[src/rtl/keyed_serial_port.sv]
module keyed_serial_port #(
  parameter int N = 64,
  parameter logic [N-1:0] KEY = 64'h5CA3_3AC5_5CA3_3AC5
) (
  input  logic         clk,
  input  logic         rst_n,
  input  logic         rd_cyc,
  input  logic         wr_cyc,
  input  logic         dq0_in,
  input  logic         reset_pin_n,
  input  logic         rst_ignore,
  input  logic [N-1:0] reg_image,
  output logic         mem_block,
  output logic         dq0_out,
  output logic [N-1:0] load_data,
  output logic         load_stb
);
  localparam int PW = $clog2(N);
  localparam logic [PW-1:0] LAST = PW'(N-1);

  logic          xfer, armed, wr_all, commit;
  logic [PW-1:0] ptr, cnt;
  logic [N-1:0]  snap, shadow;

  wire is_rd = rd_cyc;
  wire is_wr = wr_cyc & ~rd_cyc;
  wire abort = xfer & ~rst_ignore & ~reset_pin_n;

  assign mem_block = xfer;
  assign dq0_out   = xfer & snap[cnt];

  always_ff @(posedge clk or negedge rst_n) begin
    if (!rst_n) begin
      xfer      <= 1'b0;
      armed     <= 1'b0;
      wr_all    <= 1'b0;
      commit    <= 1'b0;
      ptr       <= '0;
      cnt       <= '0;
      snap      <= '0;
      shadow    <= '0;
      load_data <= '0;
      load_stb  <= 1'b0;
    end else begin
      load_stb <= commit;
      commit   <= 1'b0;
      if (commit) load_data <= shadow;
      if (abort) begin
        xfer <= 1'b0;
      end else if (xfer) begin
        if (is_rd || is_wr) begin
          cnt <= cnt + 1'b1;
          if (is_wr) shadow[cnt] <= dq0_in;
          else       wr_all <= 1'b0;
          if (cnt == LAST) begin
            xfer   <= 1'b0;
            commit <= is_wr & wr_all;
          end
        end
      end else if (is_rd) begin
        ptr   <= '0;
        armed <= 1'b1;
      end else if (is_wr && armed) begin
        if (dq0_in != KEY[ptr]) begin
          armed <= 1'b0;
        end else if (ptr == LAST) begin
          xfer   <= 1'b1;
          armed  <= 1'b0;
          cnt    <= '0;
          wr_all <= 1'b1;
          snap   <= reg_image;
        end else begin
          ptr <= ptr + 1'b1;
        end
      end
    end
  end
endmodule

[config.mk]
export PLATFORM = sky130hd
export DESIGN_NAME = keyed_serial_port
export DESIGN_NICKNAME = d
export VERILOG_FILES = /design/src/rtl/keyed_serial_port.sv
export SDC_FILE = /design/constraint.sdc
export NUM_CORES = 1
export LEC_CHECK = 0
export CORE_MARGIN = 2
export CORE_UTILIZATION = 68
export CTS_CLUSTER_SIZE = 40
export DETAILED_ROUTE_END_ITERATION = 8
export DONT_BUFFER_PORTS = 1
export PLACE_DENSITY = 0.88
export SETUP_SLACK_MARGIN = 0.2
export SYNTH_ARGS = -nofsm -noshare
export SYNTH_HDL_FRONTEND = slang
export SYNTH_SLANG_ARGS = --single-unit
[constraint.sdc]
create_clock -name clk -period 6.5 [get_ports clk]
set_input_delay 0.975 -clock clk [delete_from_list [all_inputs] [get_ports clk]]
set_output_delay 0.975 -clock clk [all_outputs]
set_load 0.01 [all_outputs]
==> metrics.md <==
| Metric | Value |
|---|---|
| Dpl hpwl | `12.6 mm` |
| Final Hold Fails | `0` |
| Max VDD drop | `approximately 0.25 mV` |
| Post-synthesis cell type count | `50` |
| First-pass GRT wire length | `30.8 mm` |
| Highest clock rate | `between 0.2 and 0.3 GHz` |
| Final count of negative-setup-slack endpoints | `0` |
| Number of global-route vias before repair | `between 5,000 and 6,000` |
| Sink Count | `209` |
| Seq. cell area | `5230 um2` |
| Post-route DRC violation count | `0` |
| Synth Register Bits | `between 200 and 250` |
| Metal1 wirelength | `between 7 and 8 mm` |
| Placed inst area | `9120 um2` |
| Worst r2r src | `mem_block$_DFF_PN0_` |
| Initial antenna violation count | `2` |
| Starting density of the core | `~70%` |
| Clk_skew | `between 0.008 and 0.009 ns` |
| Design Area, Final | `roughly 9800 um2` |
| Worst-path clk slew | `about 0.060 ns` |
| Cell Area, Synth | `9070 um2` |
| Die Wd | `119 um` |
| CTS root buf | `clkbuf_16` |
| FF-to-FF setup slack | `3.74 ns` |
| # diodes | `0` |
| Setup Buffers After CTS | `0` |
| Routed wire length per instance | `between 20 and 25 um` |
| Die ar. | `14,300 um2` |
| Min-delay worst type | `input port to asynchronous set/reset pin` |
| Synthesis-to-layout area growth | `8.16%` |
| Met3 routed wirelength | `between 1.5 and 2 mm` |
| Setup TNS | `0 ns` |
| Fin nets | `around 720` |
| Die extent in y | `119 um` |
| EDFF count, synth | `0` |
| Worst-margin pin slew | `about 1.0 ns` |
| TritonRoute pass-1 iters | `5` |
| Max Cap Viol | `0` |
| # rows | `42` |
| Critical Path AT | `2.99 ns` |
| H-tree levels | `1` |
| Ports | `roughly 140` |
| Via count | `approximately 5,400` |
| WP data required | `5.52 ns` |
| Setup crit start kind | `flop` |
| Post-CTS Hold Fix Bufs | `0` |
| Routed wire length | `19.3 mm` |
| Clock buffer count from CTS | `21` |
| Worst skew pair latency | `0.49 ns` |
| Minimum clock period | `3.97 ns` |
| CP max FO | `19` |
| Tot GR Track Use | `27.5%` |
| Metal2 WL | `9.40 mm` |
| Reg2reg path depth | `5` |
| Post-DRT Antenna Nets | `0` |
| CTS resizes | `0` |
| Status | `finished clean` |
| Area of the multi-input gates | `3630 um2` |
| Synth warn | `0` |
| Share of cells above drive strength 1 | `37.4%` |
| CP endpoint kind | `primary output` |
| Synthesized net count | `736` |
| RSZ-0062 raised after global routing | `false` |
| Worst reg2reg endpoint | `shadow[61]$_DFFE_PN0P_` |
| Post-synthesis cell count | `663` |
| Ys async rst share | `100%` |
| Slew headroom | `30.1%` |
| Clk buf depth | `3` |
| TritonCTS clock tree | `built` |
| Fin crit share | `61.0%` |
| Pin count of the biggest net entering global routing | `210` |
| Grt ovf | `0` |
| Core Footprint | `13,100 um2` |
| GP Congestion | `0.856` |
| # port buffers | `0` |
| P_leak | `about 4.7 nW` |
| Core occupancy in the finished layout | `between 70% and 80%` |
| DR top layer | `met5` |
| Slew Limit Fails | `0` |
| Fill count | `779` |
| Worst Setup Path Type | `flop to primary output` |
| Post-synthesis average cell area | `around 14 um2` |
| PwrDens | `257 nW/um2` |
| Initial drt markers | `489` |
| Vias/cell | `6.50` |
| Synth Flop Type | `dfrtp_1` |
| Part of the Yosys area used for sequential elements | `57.7%` |
## layout by cell type, fill, tap and decap left out, types with 3 or more instances in the layout
cell	count
clkbuf_8	5
nor2_1	40
nand3_1	15
inv_1	6
nor3b_1	3
nand4_1	4
o31ai_1	4
or4_1	4
nor4_1	3
mux2_4	6
nor2b_1	4
and3_1	7
clkbuf_1	4
dfrtp_1	208
o22ai_1	3
nand2_1	44
a221oi_1	3
mux4_2	11
mux2i_1	11
clkbuf_16	21
nor3_1	3
o21ai_0	10
nand3b_1	3
a21oi_1	7
mux2_2	190
## report_power, final
group          switching [W]  total (W)  internal (W)  leakage [nW]
clock network       0.000467    0.00119      0.000726         0.336
registers         0.00000405    0.00131       0.00130          2.91
logic              0.0000126  0.0000208    0.00000824          1.45
total               0.000484    0.00252       0.00204          4.70
## synthesized netlist by cell type, types with 4 or more instances
library cell,instances,area share (%)
mux2_4,6,0.99
and3_1,7,0.48
a21oi_1,7,0.39
nor2b_1,4,0.28
nand3_1,15,0.83
nand2_1,44,1.8
mux2_2,190,24
nor2_1,40,1.7
mux4_2,11,2.7
inv_1,6,0.25
mux2i_1,11,1.2
nand4_1,4,0.28
dfrtp_1,209,58
buf_2,11,0.61
o31ai_1,4,0.33
or4_1,4,0.33
clkbuf_1,27,1.1
o21ai_0,10,0.55
## through the flow
step / hold slack, ns / cells / worst slack [ns] / power (W)
after detailed placement: 0.488 / 799 / 3.15 / 0.00135
after global placement: 0.481 / 799 / 3.16 / 0.00135
after CTS: 0.170 / 833 / 2.54 / 0.00253
final: 0.181 / 833 / 2.53 / 0.00252
after global routing: 0.157 / 833 / 2.43 / 0.00260
after floorplan: 0.352 / 663 / 3.74 / 0.00135
## final cells by class
class                   count  area share, %
inverters                   6          0.230
clock inverters             4          0.753
multi-input cells         406           37.1
repair buffers              2          0.153
flip-flops and latches    209           53.3
clock buffers              30           6.21
well taps                 176           2.25
## worst max path at each step
| stage | cells after the start | end | startpoint |
|---|---|---|---|
| detailed placement | 5 | dq0_out | cnt[3]$_DFFE_PN0P_ |
| finish | 5 | dq0_out | cnt[3]$_DFFE_PN0P_ |
| global route | 5 | dq0_out | cnt[3]$_DFFE_PN0P_ |
| global placement | 5 | dq0_out | cnt[0]$_DFFE_PN0P_ |
| CTS | 5 | dq0_out | cnt[3]$_DFFE_PN0P_ |
| floorplan | 7 | dq0_out | cnt[0]$_DFFE_PN0P_ |
## flip-flops by register name, summed over array words and instances (netlist names)
signal / flops
load_data: 64
shadow: 64
snap: 64
cnt: 6
ptr: 6
armed: 1
commit: 1
load_stb: 1
mem_block: 1
wr_all: 1
## kinds of logic after synthesis
kind of cell / Yosys count / synth area share (%)
mux: 219 / 28.8
buf+inv: 48 / 2.30
xor+xnor: 3 / 0.373
compound gates: 39 / 2.84
flops: 209 / 57.7
simple gates: 143 / 7.73
fa+ha+maj: 2 / 0.276
## routing by layer
| layer | vias to the layer above | track usage [%] |
|---|---|---|
| li1 | 2323 | - |
| met1 | 2775 | 34.5 |
| met2 | 262 | 45.1 |
| met3 | 51 | 8.81 |
| met4 | 2 | 10.2 |
| met5 | - | 0 |
## worst max-delay path: stages (launching register included)
cell,delay [ns]
dfrtp_1,0.77
nor3b_1,0.90
nand3_1,0.22
nand4_1,0.16
nor3_1,0.07
a41oi_1,0.39
Power figures use the tool's default switching activity.
